<file path="src/rtl/lsw_pkg.sv">
package lsw_pkg;

    // Index width for a set of n items (at least one bit).
    function automatic int idx_width(input int n);
        return (n > 1) ? $clog2(n) : 1;
    endfunction

    // Global lane that serves as standby for a given slot.
    function automatic int standby_lane(input int total, input int slot);
        return total - 1 - slot;
    endfunction

endpackage

</file>
<file path="src/rtl/lsw_fault_table.sv">
module lsw_fault_table #(
    parameter int TOTAL  = 24,
    parameter int SLOTS  = 2,
    parameter int LANE_W = 5,
    parameter int SLOT_W = 1
) (
    input  logic                          clk,
    input  logic                          rst_n,
    input  logic                          cfg_we,
    input  logic [SLOT_W-1:0]             cfg_slot,
    input  logic                          cfg_valid,
    input  logic [LANE_W-1:0]             cfg_lane,
    input  logic                          xfer_busy,
    output logic [SLOTS-1:0]              slot_en,
    output logic [SLOTS-1:0][LANE_W-1:0]  slot_lane,
    output logic                          map_err
);

    localparam int FIRST_STANDBY = TOTAL - SLOTS;

    typedef struct packed {
        logic              vld;
        logic [LANE_W-1:0] lane;
    } entry_t;

    typedef struct packed {
        entry_t [SLOTS-1:0] shadow;
        entry_t [SLOTS-1:0] active;
    } table_t;

    table_t tbl_d, tbl_q;
    logic [SLOTS-1:0] legal;
    logic [SLOTS-1:0] dup;

    always_comb begin
        tbl_d = tbl_q;
        if (cfg_we && (int'(cfg_slot) < SLOTS)) begin
            tbl_d.shadow[cfg_slot].vld  = cfg_valid;
            tbl_d.shadow[cfg_slot].lane = cfg_lane;
        end
        if (!xfer_busy) begin
            tbl_d.active = tbl_q.shadow;
        end
    end

    always_ff @(posedge clk) begin
        if (!rst_n) begin
            tbl_q <= '0;
        end else begin
            tbl_q <= tbl_d;
        end
    end

    always_comb begin
        legal = '0;
        dup   = '0;
        for (int k = 0; k < SLOTS; k++) begin
            legal[k] = tbl_q.active[k].vld &&
                       (int'(tbl_q.active[k].lane) < FIRST_STANDBY);
        end
        for (int k = 1; k < SLOTS; k++) begin
            for (int j = 0; j < k; j++) begin
                if (legal[j] && (tbl_q.active[j].lane == tbl_q.active[k].lane)) begin
                    dup[k] = 1'b1;
                end
            end
        end
    end

    always_comb begin
        map_err = 1'b0;
        for (int k = 0; k < SLOTS; k++) begin
            slot_en[k]   = legal[k] && !dup[k];
            slot_lane[k] = tbl_q.active[k].lane;
            if (tbl_q.active[k].vld && !slot_en[k]) begin
                map_err = 1'b1;
            end
        end
    end

    // Working table must hold across a busy cycle.
    p_hold_busy_r7: assert property (@(posedge clk) disable iff (!rst_n)
        xfer_busy |=> (slot_en == $past(slot_en)) && (slot_lane == $past(slot_lane)));

    generate
        for (genvar g = 0; g < SLOTS; g++) begin : g_chk
            p_legal_target_r9: assert property (@(posedge clk) disable iff (!rst_n)
                slot_en[g] |-> (int'(slot_lane[g]) < FIRST_STANDBY));
            for (genvar h = g + 1; h < SLOTS; h++) begin : g_pair
                p_unique_owner_r8: assert property (@(posedge clk) disable iff (!rst_n)
                    !(slot_en[g] && slot_en[h] && (slot_lane[g] == slot_lane[h])));
            end
        end
    endgenerate

endmodule

</file>
<file path="src/rtl/lsw_lane_mux.sv">
module lsw_lane_mux #(
    parameter int ADDR_LANES = 8,
    parameter int DATA_LANES = 16,
    parameter int SLOTS      = 2,
    parameter int LANE_W     = 5
) (
    input  logic [SLOTS-1:0]                        slot_en,
    input  logic [SLOTS-1:0][LANE_W-1:0]            slot_lane,
    input  logic [ADDR_LANES+DATA_LANES-1:0]        cmd_lanes,
    output logic [ADDR_LANES+DATA_LANES-1:0]        tx_lanes,
    output logic [SLOTS-1:0]                        side_wr,
    input  logic [DATA_LANES-1:0]                   rd_lanes,
    input  logic [SLOTS-1:0]                        side_rd,
    output logic [DATA_LANES-1:0]                   rx_data
);

    localparam int TOTAL  = ADDR_LANES + DATA_LANES;
    localparam int DIDX_W = lsw_pkg::idx_width(DATA_LANES);

    logic [SLOTS-1:0]              is_data;
    logic [SLOTS-1:0][DIDX_W-1:0]  didx;

    generate
        for (genvar g = 0; g < SLOTS; g++) begin : g_slot
            assign is_data[g] = (int'(slot_lane[g]) >= ADDR_LANES);
            assign didx[g]    = DIDX_W'(int'(slot_lane[g]) - ADDR_LANES);
            assign side_wr[g] = cmd_lanes[lsw_pkg::standby_lane(TOTAL, g)];
        end
    endgenerate

    // Outbound: broken lane's bit rides the standby lane; broken lane goes quiet.
    always_comb begin
        tx_lanes = cmd_lanes;
        for (int k = 0; k < SLOTS; k++) begin
            if (slot_en[k]) begin
                tx_lanes[lsw_pkg::standby_lane(TOTAL, k)] = cmd_lanes[slot_lane[k]];
            end
        end
        for (int k = 0; k < SLOTS; k++) begin
            if (slot_en[k]) begin
                tx_lanes[slot_lane[k]] = 1'b0;
            end
        end
    end

    // Inbound: standby position restored from the side channel.
    always_comb begin
        rx_data = rd_lanes;
        for (int k = 0; k < SLOTS; k++) begin
            if (slot_en[k]) begin
                rx_data[DATA_LANES-1-k] = side_rd[k];
                if (is_data[k]) begin
                    rx_data[didx[k]] = rd_lanes[DATA_LANES-1-k];
                end
            end
        end
    end

endmodule

</file>
<file path="src/rtl/tsv_lane_swapper.sv">
module tsv_lane_swapper #(
    parameter int ADDR_LANES  = 8,
    parameter int DATA_LANES  = 16,
    parameter int SPARE_SLOTS = 2,
    localparam int TOTAL  = ADDR_LANES + DATA_LANES,
    localparam int LANE_W = lsw_pkg::idx_width(TOTAL),
    localparam int SLOT_W = lsw_pkg::idx_width(SPARE_SLOTS)
) (
    input  logic                   clk,
    input  logic                   rst_n,
    input  logic                   cfg_we,
    input  logic [SLOT_W-1:0]      cfg_slot,
    input  logic                   cfg_valid,
    input  logic [LANE_W-1:0]      cfg_lane,
    input  logic                   xfer_busy,
    output logic                   map_err,
    input  logic                   cmd_valid,
    input  logic                   cmd_write,
    input  logic [ADDR_LANES-1:0]  cmd_addr,
    input  logic [DATA_LANES-1:0]  cmd_wdata,
    output logic                   phy_valid,
    output logic [TOTAL-1:0]       phy_lanes,
    output logic [SPARE_SLOTS-1:0] ecc_side_wr,
    input  logic                   phy_rd_valid,
    input  logic [DATA_LANES-1:0]  phy_rd_data,
    input  logic [SPARE_SLOTS-1:0] ecc_side_rd,
    output logic                   rd_valid,
    output logic [DATA_LANES-1:0]  rd_data
);

    typedef struct packed {
        logic                   tx_vld;
        logic [TOTAL-1:0]       tx_lanes;
        logic [SPARE_SLOTS-1:0] side;
        logic                   rx_vld;
        logic [DATA_LANES-1:0]  rx;
    } pipe_t;

    pipe_t pipe_d, pipe_q;

    logic [SPARE_SLOTS-1:0]             slot_en;
    logic [SPARE_SLOTS-1:0][LANE_W-1:0] slot_lane;
    logic [TOTAL-1:0]                   cmd_lanes;
    logic [TOTAL-1:0]                   mux_tx;
    logic [SPARE_SLOTS-1:0]             mux_side;
    logic [DATA_LANES-1:0]              mux_rx;

    assign cmd_lanes = {(cmd_write ? cmd_wdata : {DATA_LANES{1'b0}}), cmd_addr};

    lsw_fault_table #(
        .TOTAL  (TOTAL),
        .SLOTS  (SPARE_SLOTS),
        .LANE_W (LANE_W),
        .SLOT_W (SLOT_W)
    ) u_table (
        .clk       (clk),
        .rst_n     (rst_n),
        .cfg_we    (cfg_we),
        .cfg_slot  (cfg_slot),
        .cfg_valid (cfg_valid),
        .cfg_lane  (cfg_lane),
        .xfer_busy (xfer_busy),
        .slot_en   (slot_en),
        .slot_lane (slot_lane),
        .map_err   (map_err)
    );

    lsw_lane_mux #(
        .ADDR_LANES (ADDR_LANES),
        .DATA_LANES (DATA_LANES),
        .SLOTS      (SPARE_SLOTS),
        .LANE_W     (LANE_W)
    ) u_mux (
        .slot_en   (slot_en),
        .slot_lane (slot_lane),
        .cmd_lanes (cmd_lanes),
        .tx_lanes  (mux_tx),
        .side_wr   (mux_side),
        .rd_lanes  (phy_rd_data),
        .side_rd   (ecc_side_rd),
        .rx_data   (mux_rx)
    );

    always_comb begin
        pipe_d          = '0;
        pipe_d.tx_vld   = cmd_valid;
        pipe_d.rx_vld   = phy_rd_valid;
        if (cmd_valid) begin
            pipe_d.tx_lanes = mux_tx;
            pipe_d.side     = mux_side;
        end
        if (phy_rd_valid) begin
            pipe_d.rx = mux_rx;
        end
    end

    always_ff @(posedge clk) begin
        if (!rst_n) begin
            pipe_q <= '0;
        end else begin
            pipe_q <= pipe_d;
        end
    end

    assign phy_valid   = pipe_q.tx_vld;
    assign phy_lanes   = pipe_q.tx_lanes;
    assign ecc_side_wr = pipe_q.side;
    assign rd_valid    = pipe_q.rx_vld;
    assign rd_data     = pipe_q.rx;

    p_cmd_latency_r6: assert property (@(posedge clk) disable iff (!rst_n)
        cmd_valid |=> phy_valid);
    p_cmd_idle_r6: assert property (@(posedge clk) disable iff (!rst_n)
        !cmd_valid |=> (!phy_valid && (phy_lanes == '0)));
    p_rd_latency_r6: assert property (@(posedge clk) disable iff (!rst_n)
        phy_rd_valid |=> rd_valid);
    p_passthru_r1: assert property (@(posedge clk) disable iff (!rst_n)
        (cmd_valid && cmd_write && (slot_en == '0)) |=>
            (phy_lanes == $past({cmd_wdata, cmd_addr})));
    p_rd_passthru_r1: assert property (@(posedge clk) disable iff (!rst_n)
        (phy_rd_valid && (slot_en == '0)) |=> (rd_data == $past(phy_rd_data)));

    generate
        for (genvar g = 0; g < SPARE_SLOTS; g++) begin : g_prop
            p_side_copy_r3: assert property (@(posedge clk) disable iff (!rst_n)
                (cmd_valid && cmd_write) |=>
                    (ecc_side_wr[g] == $past(cmd_wdata[DATA_LANES-1-g])));
            p_standby_carry_r2: assert property (@(posedge clk) disable iff (!rst_n)
                (cmd_valid && slot_en[g]) |=>
                    (phy_lanes[TOTAL-1-g] == $past(cmd_lanes[slot_lane[g]])));
            p_faulty_quiet_r2: assert property (@(posedge clk) disable iff (!rst_n)
                (cmd_valid && slot_en[g]) |=> (phy_lanes[$past(slot_lane[g])] == 1'b0));
            p_side_restore_r4: assert property (@(posedge clk) disable iff (!rst_n)
                (phy_rd_valid && slot_en[g]) |=>
                    (rd_data[DATA_LANES-1-g] == $past(ecc_side_rd[g])));
        end
    endgenerate

endmodule

</file>
<file path="config.mk">
export PLATFORM = sky130hd
export DESIGN_NAME = tsv_lane_swapper
export DESIGN_NICKNAME = d
export VERILOG_FILES = /design/src/rtl/lsw_pkg.sv /design/src/rtl/lsw_fault_table.sv /design/src/rtl/lsw_lane_mux.sv /design/src/rtl/tsv_lane_swapper.sv
export SDC_FILE = /design/constraint.sdc
export NUM_CORES = 1
export LEC_CHECK = 0
export ABC_AREA = 1
export BUFFER_PORTS_ARGS = -buffer_cell sky130_fd_sc_hd__buf_2
export CORE_UTILIZATION = 35
export DETAILED_ROUTE_END_ITERATION = 10
export PLACE_DENSITY = 0.56
export SLEW_MARGIN = 20
export SYNTH_ARGS = -nofsm -noshare
export SYNTH_HDL_FRONTEND = slang
export SYNTH_SLANG_ARGS = --single-unit
</file>
<file path="constraint.sdc">
create_clock -name clk -period 2.2 [get_ports clk]
set_input_delay 0.11 -clock clk [delete_from_list [all_inputs] [get_ports clk]]
set_output_delay 0.11 -clock clk [all_outputs]
set_load 0.03 [all_outputs]
</file>
==> metrics.txt, run 1 <==
Post-Syn Instances=~620; status=complete, no violations; final setup margin=between 100 and 150 ps; switch share=0.3033; Synth async-reset ratio=0; Starting Density=0.3646; Tmin final=roughly 2100 ps; Cell Rows=37; leakage=roughly 2.6 nW; Hold Crit Depth=3; Final Non-Filler Cells=approximately 870; # setup viols final=0; gr ovfl total=0; Max Freq=480.7 MHz; P per Cell Area=661.7 nW/um^2; Net Switching=approximately 950 uW; Synth warnings=0; synthesized area per cell=about 6.2 sq um; routed len/inst=13.88 um; Root Driver=clkbuf_8; reg2reg path depth=12; max cap viols=0; crit end category=output pin; Synth top area share=0.3568; Worst setup startpoint=u_table.slot_lane[3]; Antenna Cells=0; Yosys top cell by area=dfxtp_1; WL final=12,020 um; Syn-to-layout area delta=23.91%; DRC Markers=0; Cell Count Post-Placement=between 800 and 900; Placed Area=~4400 sq um; Worst Setup EP=map_err; CTS Buf Count=9; final instance area=approximately 4700 sq um; vias=4,160; Setup crit start kind=flop; Post-DRT Antenna Nets=0; slew at the pin closest to its max-slew limit=between 500 and 600 ps; Seq/Total Area, Yosys=0.3568; Final Power=3.128 mW; Synth area leaders=dfxtp_1 (36%), nand2_1 (21%), nor2_1 (9.0%); nets@finish=between 700 and 800; Int Pwr=between 2 and 2.5 mW; Synth Flop Type=dfxtp_1; critical path class=flop to output pin; clock tree buffer depth=2; Syn Std Cell Area=3815 sq um; layout cells sized above 1=0.2247; Final Slew Violations=0; CTS Sinks=a little under 70; final hold vios=0; vias in the first global route=3,936; first-pass GRT wire length=19,070 um; CTS clock-pin slew for the worst setup and hold paths=approximately 80 ps; Final Wtd Congestion=0.9465; Critical Path AT=approximately 2000 ps; Post-synth EDFFs=0; Core ar.=between 10,000 and 15,000 sq um; CP Max Fanout=12; # IOs=around 100; fill count=around 1,100; reg2reg setup slack=330 ps; Reg-to-Reg End=phy_lanes[5]; synthesized net count=slightly below 700; largest net degree at the start of global routing=27; Setup Slack @ Placement=between 300 and 400 ps; DRT iter0 DRCs=between 200 and 250; reg2reg start=u_table.slot_lane[3]; Commonest cells post-synth=nand2_1 (210), nor2_1 (91), inv_1 (72); Clock power frac=0.389; GR Util All Layers=0.2172; Worst Clk Skew=about 4.8 ps; HP Class=input port to flop; Vias/cell=4.804; Skew-Pair Late Insertion Delay=approximately 350 ps; most common cell in the netlist=nand2_1; Fin Setup TNS=0 ps; Final HPWL DP=about 9000 um; 1st-pass router iterations=5; Synth Register Bits=68; TritonCTS clock tree=done; die width=106.4 um; maximum vdd drop=~0.00032 V; Critical Path RT=approximately 2100 ps; fin crit share=0.9455; input/output buffers=100; antenna violations before repair=0; Combinational Power Share=0.186; CTS H-tree lvls=3; Die Y=~110 um; part of the power in registers=0.424; die area=between 10,000 and 15,000 sq um; library cells used by synthesis=36; Slew HR=0.6213; unrepaired setup endpoints after global routing=false
## how the worst min path moves through the flow
stage	startpoint	endpoint	slack [ps]
2_1_floorplan	cfg_lane[0]	u_table.tbl_q[12]	240
6_report	cfg_lane[4]	u_table.tbl_q[16]	2
5_1_grt	cfg_lane[4]	u_table.tbl_q[16]	20
4_1_cts	cfg_lane[4]	u_table.tbl_q[16]	2
3_5_place_dp	cfg_lane[0]	u_table.tbl_q[12]	360
3_3_place_gp	cfg_lane[2]	u_table.tbl_q[14]	340
## registers in the layout, indices dropped and copies added, names as in the netlist
register / cells
phy_valid: 1
rd_data: 16
phy_lanes: 24
u_table.tbl_q: 14
rd_valid: 1
u_table.slot_lane: 10
ecc_side_wr: 2
## what timing repair did
item | 4_1_cts | 5_1_grt
hold buffers | 5 | 0
hold endpoints to repair | 5 | 0
pin swaps | 0 | 1
gates resized for setup | 3 | 4
setup endpoints to repair | 1 | 1
buffers inserted | 0 | 3
## cell families (layout without fill, tap and decap cells)
family / Yosys count / after routing / share of synthesized area
xor+xnor: 2 / 2 / 0.004593
simple gates: 364 / 364 / 0.3995
buf+inv: 101 / 213 / 0.1158
flops: 68 / 68 / 0.3568
compound gates: 82 / 82 / 0.1207
mux: 1 / 1 / 0.002624
## area by class of cell
type,count,area [sq um],share of cell area
repair buffers,115,628.1,0.1329
inverters,82,312.8,0.06617
multi-input cells,449,2012,0.4256
clock buffers,11,151.4,0.03203
clock inverters,5,83.83,0.01773
flip-flops and latches,68,1369,0.2896
well taps,136,170.2,0.03600
## metal layers
metal  vias to the layer above  share of wire  global-route usage
met5                         -              0                   0
met4                         0          0.024             0.08929
met3                        28          0.057             0.03066
met2                       161           0.47              0.3701
met1                      1842           0.45              0.2733
li1                       2129              -                   -
## power groups by stage
stage,Sequential [mW],Clock [mW],Combinational [mW]
2_1_floorplan,1.41,0,0.335
3_3_place_gp,1.35,0,0.564
3_5_place_dp,1.36,0,0.566
4_1_cts,1.33,1.25,0.574
5_1_grt,1.33,1.29,0.646
6_report,1.33,1.22,0.583
## placed cells by master (no fill, tap or decap)
cell	n
nor3_1	4
xor2_1	2
inv_4	2
buf_4	11
o311ai_0	2
buf_2	99
clkbuf_8	11
dfxtp_2	3
inv_1	72
bufinv_16	2
nand2_1	210
clkinv_1	2
nor2_1	91
nand4_1	8
a21oi_2	5
nor2_2	4
o21ai_1	5
dfxtp_4	1
nand3_2	1
dfxtp_1	64
clkinvlp_4	2
nor2_4	2
a21oi_4	1
nand2_8	1
nand2_2	10
nand3_1	31
o22ai_1	1
nand3_4	1
inv_2	6
a311oi_1	1
a21oi_1	27
o21ai_0	37
dlygate4sd3_1	5
mux2i_1	1
nand2_4	1
a21boi_0	1
o21bai_1	2
clkinv_4	1
## stage by stage
step / util / hold WS (ps)
after floorplan: - / 244.9
after global placement: 0.4214 / 344.0
after detailed placement: 0.4214 / 356.5
after CTS: 0.4491 / 2.317
after global routing: 0.4518 / 18.99
final: 0.4518 / 2.051
## worst max-delay path: stages (launching register included)
cell     delay, ps
dfxtp_1        500
inv_2           90
nand2_1        100
nand2_2         70
nand2_4        100
inv_4           60
nand3_4        130
nand2_8         80
inv_4          180
o22ai_1        120
buf_4          180
Power figures use the tool's default switching activity.
==> run 2, diff against run 1 <==
- PLACE_DENSITY: 0.56 -> unset
==> metrics.txt, run 2 (synthesis results as in run 1) <==
Die Y=106.4 um (unchanged); vias=4,192 (+0.77%); 1st-pass router iterations=5 (unchanged); commonest non-fill, non-tap cell in the layout=nand2_1; unrepaired setup endpoints after global routing=false; Hold WS=5.651 ps (+3.600 ps); maximum vdd drop=0.0002452 V (-22%); critical path class=flop to output pin; Syn-to-layout area delta=21.48%; final hold vios=0 (unchanged); Final Slew Violations=0 (unchanged); DRC Markers=0 (unchanged); CTS Sinks=68 (unchanged); Worst Clk Skew=5.809 ps (+0.9631 ps); antenna violations before repair=0 (unchanged); HP Class=input port to flop; Max Freq=471.9 MHz (-1.8%); fill count=1,168 (+1.7%); slew at the pin closest to its max-slew limit=539.3 ps (-28.13 ps); vias in the first global route=3,954 (+0.46%); reg2reg path depth=10 (-2); Setup Slack @ Placement=295.9 ps (-16.90 ps); # IOs=101 (unchanged); Vias/cell=4.863 (+1.2%); Skew-Pair Late Insertion Delay=340 ps (about the same); Post-DRT Antenna Nets=0 (unchanged); Antenna Cells=0 (unchanged); fin crit share=0.9633 (+0.01781); die area=11,320 sq um (unchanged); CTS Buf Count=9 (unchanged); first-pass GRT wire length=19,170 um (+0.51%); crit end category=output pin; # setup viols final=0 (unchanged); largest net degree at the start of global routing=27 (unchanged); CTS clock-pin slew for the worst setup and hold paths=70 ps (about the same); most frequent cells in the layout=nand2_1 (210), buf_2 (99), nor2_1 (91), inv_1 (72), dfxtp_1 (64); Root Driver=clkbuf_8; Fin Setup TNS=0 ps (unchanged); DRT iter0 DRCs=325 (+44%); CP Max Fanout=12 (unchanged); layout cells sized above 1=0.2245 (about the same); Combinational Power Share=0.207 (+0.021); gr ovfl total=0 (unchanged); input/output buffers=100 (unchanged); final setup margin=80.69 ps (-39.19 ps); ordered list of cells on the worst path=nand2_1 -> nand2_1 -> nand2_2 -> nand2_4 -> inv_4 -> nand3_4 -> nand2_8 -> inv_4 -> o22ai_2 -> buf_4; Critical Path AT=2010 ps (+40 ps); Slew HR=0.6400 (+0.01877); nets@finish=778 (-0.38%); die width=106.4 um (unchanged); Core ar.=10,460 sq um (unchanged); Starting Density=0.3646 (unchanged); routed len/inst=13.88 um (about the same); leakage=2.529 nW (-1.3%); max cap viols=0 (unchanged); CTS H-tree lvls=3 (unchanged); part of the power in registers=0.472 (+0.048); TritonCTS clock tree=done; WL final=11,960 um (-0.52%); Slowest cell on crit path=dfxtp_1; P per Cell Area=607.3 nW/um^2 (-8.2%); Clock power frac=0.321 (-0.068); Cell Rows=37 (unchanged); Int Pwr=1.937 mW (-11%); max incr delay on CP=490 ps (about the same); Final HPWL DP=9047 um (-1.4%); GR Util All Layers=0.2175 (+0.0002722); Tmin final=2119 ps (+39.19 ps); Hold Crit Depth=3 (unchanged); max reg flops=24 (unchanged); clock tree buffer depth=2 (unchanged); Setup crit start kind=flop; Critical Path RT=2090 ps (about the same); Net Switching=877.0 uW (-7.6%); status=complete, no violations; switch share=0.3116 (+0.008306); Final Wtd Congestion=0.9134 (-3.5%)
run 2: changes by cell type in the layout (fill, tap and decap cells not counted), sizes merged:
cell,delta
dlygate4sd3,-4
bufinv,-2
clkbuf,+2
clkinvlp,-2
buf,+1
clkinv,+1
run 2: worst paths after layout:
check                       startpoint           endpoint  slack (ps)
hold / removal             cfg_lane[0]  u_table.tbl_q[12]           6
setup reg to reg  u_table.slot_lane[2]        rd_data[13]         330
setup / recovery  u_table.slot_lane[2]            map_err          80
hold reg to reg      u_table.tbl_q[23]  u_table.tbl_q[23]         480
run 2: metal layers:
layer,track usage,part of all wire,vias up,routed length [um]
met3,0.03250,0.068,22,813
met1,0.2836,0.45,1875,5436
met2,0.3539,0.46,181,5459
li1,-,-,2114,-
met5,0,0,-,0
met4,0.09623,0.021,0,253
run 2: final cells by class:
type	count	area [sq um]	area share
Multi-Input combinational cell	449	2018	0.4355
Sequential cell	68	1369	0.2954
Timing Repair Buffer	112	595.6	0.1285
Inverter	82	312.8	0.06749
Tap cell	136	170.2	0.03672
Clock buffer	13	158.9	0.03429
Clock inverter	2	10.01	0.002160
run 2: critical path, delay by kind of cell (launching register included):
| kind | cells | cell delay, ps |
|---|---|---|
| DFF | 1 | 490 |
| buffers and inverters | 3 | 450 |
| AOI/OAI and AO/OA | 1 | 100 |
| and+or+nand+nor | 6 | 630 |
run 2: power by group through the flow:
| stage | clock network (mW) | logic [mW] | registers [mW] |
|---|---|---|---|
| 6_report | 0.903 | 0.582 | 1.33 |
| 5_1_grt | 0.994 | 0.642 | 1.33 |
| 4_1_cts | 0.935 | 0.570 | 1.33 |
| 3_5_place_dp | 0 | 0.566 | 1.36 |
| 3_3_place_gp | 0 | 0.564 | 1.35 |
| 2_1_floorplan | 0 | 0.335 | 1.41 |
run 2: metrics by stage:
stage	total power, mW	cells	cell area (sq um)	util
after CTS	2.833	858	4591	0.4388
after detailed placement	1.922	842	4409	0.4214
after global routing	2.971	862	4634	0.4430
after global placement	1.918	842	4409	0.4214
after floorplan	1.741	618	3815	-
final	2.814	862	4634	0.4430
run 2: repair_timing:
action / in CTS / in global routing
gates resized for setup: 2 / 5
hold buffers: 1 / 0
setup endpoints to repair: 1 / 1
pin swaps: 0 / 1
endpoints found under the hold margin: 1 / 0
buffers inserted: 0 / 4
==> run 3, diff against run 2 <==
- ABC_AREA: 1 -> unset
- clock period: 2.2 -> 2.5 ns (I/O delays scaled with it)
==> metrics.txt, run 3 <==
status=complete, no violations; Synth area leaders=dfxtp_1 (39%), mux2i_1 (12%), nor2b_1 (4.7%); layout cells sized above 1=0.3156 (+0.09105); Post-Syn Instances=376 (-39%); Max Freq=~430 MHz; die width=101.7 um (-4.4%); vias in the first global route=3,053 (-23%); CTS clock-pin slew for the worst setup and hold paths=70 ps (about the same); Antenna Cells=0 (unchanged); vias=3,197 (-24%); synthesized net count=432 (-36%); HP Class=input port to flop; slew at the pin closest to its max-slew limit=706.2 ps (+166.9 ps); Setup crit start kind=flop; Final Wtd Congestion=0.8846 (-3.2%); critical path class=flop to output pin; met2 wire length=4644 um (-15%); 1st-pass router iterations=5 (unchanged); routed len/inst=17.08 um (+23%); Skew-Pair Late Insertion Delay=350 ps (about the same); switch share=0.2803 (-0.03127); crit end category=output pin; Syn-to-layout area delta=21.93%; Critical Path AT=2180 ps (+170 ps); CTS H-tree lvls=3 (unchanged); most frequent cells in the layout=buf_2 (100), dfxtp_1 (68), mux2i_1 (42), nand2_1 (40), nor2b_1 (26); WL final=10,280 um (-14%); Commonest cells post-synth=dfxtp_1 (68), mux2i_1 (42), nand2_1 (40); Core ar.=9684 sq um (-7.4%); Synth Flop Type=dfxtp_1; Final HPWL DP=7730 um (-15%); Clock power frac=0.365 (+0.044); Post-synth EDFFs=0 (unchanged); max cap viols=0 (unchanged); input/output buffers=100 (unchanged); part of the power in registers=0.497 (+0.025); # setup viols final=0 (unchanged); Final Slew Violations=0 (unchanged); synthesized area per cell=9.254 sq um (+50%); GR Util All Layers=0.2091 (-0.008446); Starting Density=0.3593 (-0.005323); CTS Buf Count=9 (unchanged); Syn Std Cell Area=3480 sq um (-8.8%); Slowest cell on crit path=dfxtp_1; Top Layer Used=met4; library cells used by synthesis=51 (+42%); TritonCTS clock tree=done; Buffers & Inverters on Critical Path=1 (-2); max incr delay on CP=710 ps (+220 ps); final hold vios=0 (unchanged); antenna violations before repair=0 (unchanged); Seq/Total Area, Yosys=0.3912 (+0.03439); fin util=0.4381 (-0.004842); CTS Sinks=68 (unchanged); CP Max Fanout=15 (+3); most common cell in the netlist=dfxtp_1; Root Driver=clkbuf_8; DRT iter0 DRCs=274 (-16%); clock tree buffer depth=2 (unchanged); Final Non-Filler Cells=602 (-30%); PostCTS Resize Cnt=0 (-2); Synth async-reset ratio=0 (unchanged); # hold bufs at CTS=0 (-1); Combinational Power Share=0.138 (-0.069); DRC Markers=0 (unchanged); Critical Path RT=2380 ps (+290 ps); Synth top area share=0.3912 (+0.03439); commonest non-fill, non-tap cell in the layout=buf_2; first-pass GRT wire length=16,110 um (-16%); Slew HR=0.5282 (-0.1118); cell family with the largest share of critical-path delay=flip-flops; P per Cell Area=544.4 nW/um^2 (-10%); ordered list of cells on the worst path=xor2_1 -> nor3_2 -> a31oi_4 -> o21ai_0 -> buf_2; Net Switching=647.6 uW (-26%); Tmin final=2301 ps; Worst Clk Skew=12.24 ps (+6.431 ps); largest net degree at the start of global routing=22 (-19%); met3 WL post-DR=795 um (-2.2%); Die Y=101.7 um (-4.4%); Vias/cell=5.311 (+9.2%); Synth Register Bits=68 (unchanged); die area=10,340 sq um (-8.6%); Synth warnings=0 (unchanged); Fin Setup TNS=0 ps (unchanged); # IOs=101 (unchanged); maximum vdd drop=0.0002013 V (-18%); nets@finish=520 (-33%); M1 wire length=4588 um (-16%); unrepaired setup endpoints after global routing=false; postcts setup bufs=0 (unchanged); Post-DRT Antenna Nets=0 (unchanged); fill count=973 (-17%); Cell Count Post-Placement=586 (-30%); Cell Rows=36 (-2.7%); gr ovfl total=0 (unchanged); fin crit share=0.9206; Yosys top cell by area=dfxtp_1; Int Pwr=1.662 mW (-14%); leakage=1.867 nW (-26%); max reg flops=24 (unchanged)
[run 3: cell count changes after synthesis, moves of 10 or more]
cell / change
nor2b_1: +26
nand2_2: -10
inv_1: -66
a21oi_1: -16
mux2i_1: +41
o21ai_0: -32
nor2_1: -77
mux2_2: +13
nand2_1: -170
[run 3: cell type report]
type | instances | area, sq um | share of cell area
Clock buffer | 11 | 151.4 | 0.03568
Clock inverter | 5 | 36.28 | 0.008552
Inverter | 6 | 22.52 | 0.005308
Multi-Input combinational cell | 270 | 1937 | 0.4565
Sequential cell | 68 | 1361 | 0.3209
Tap cell | 133 | 166.4 | 0.03922
Timing Repair Buffer | 109 | 568.0 | 0.1339
[run 3: final timing paths]
path	cells after the start	slack, ps	startpoint	end
worst max register to register	6	370	u_table.slot_lane[3]	rd_data[13]
worst min register to register	2	470	u_table.tbl_q[20]	u_table.tbl_q[20]
worst min-delay path	3	20	ecc_side_rd[1]	rd_data[14]
worst max-delay path	5	200	u_table.slot_lane[8]	map_err
[run 3: logic make-up (layout without fill, tap and decap cells)]
family | count (synthesis) | count (layout) | synth area share
muxes | 60 | 60 | 0.1931
and+or+nand+nor | 154 | 154 | 0.2478
DFF | 68 | 68 | 0.3912
AOI/OAI and AO/OA | 51 | 51 | 0.1032
buffers and inverters | 38 | 131 | 0.05214
xor gates and xnor gates | 5 | 5 | 0.01258
[run 3: power by group through the flow]
stage / Clock (mW) / Combinational [mW] / Sequential, mW
after floorplan: 0 / 0.156 / 1.21
after global placement: 0 / 0.320 / 1.17
after detailed placement: 0 / 0.318 / 1.17
after CTS: 0.866 / 0.319 / 1.15
after global routing: 0.926 / 0.347 / 1.15
final: 0.843 / 0.319 / 1.15
[run 3: per-stage QoR]
stage / power [mW] / cell area, sq um / hold WS (ps) / setup slack (ps)
detailed placement: 1.491 / 4055 / 385.7 / 386.4
global route: 2.425 / 4243 / 31.68 / 74.56
CTS: 2.333 / 4243 / 10.38 / 219.1
finish: 2.310 / 4243 / 19.10 / 198.6
global placement: 1.492 / 4055 / 394.8 / 371.1
floorplan: 1.366 / 3480 / 243.3 / 551.2
[run 3: layer usage]
layer / GRT usage / up-vias
li1: - / 1532
met5: 0 / -
met4: 0.1003 / 0
met2: 0.3134 / 132
met1: 0.2760 / 1516
met3: 0.05866 / 17
[run 3: worst reg2reg max path, cell delays in order (launching register included)]
cell and delay (ps):
dfxtp_1 660, a21oi_1 110, o21a_1 280, a31oi_4 340, buf_4 230, and4_1 240, mux2i_1 190
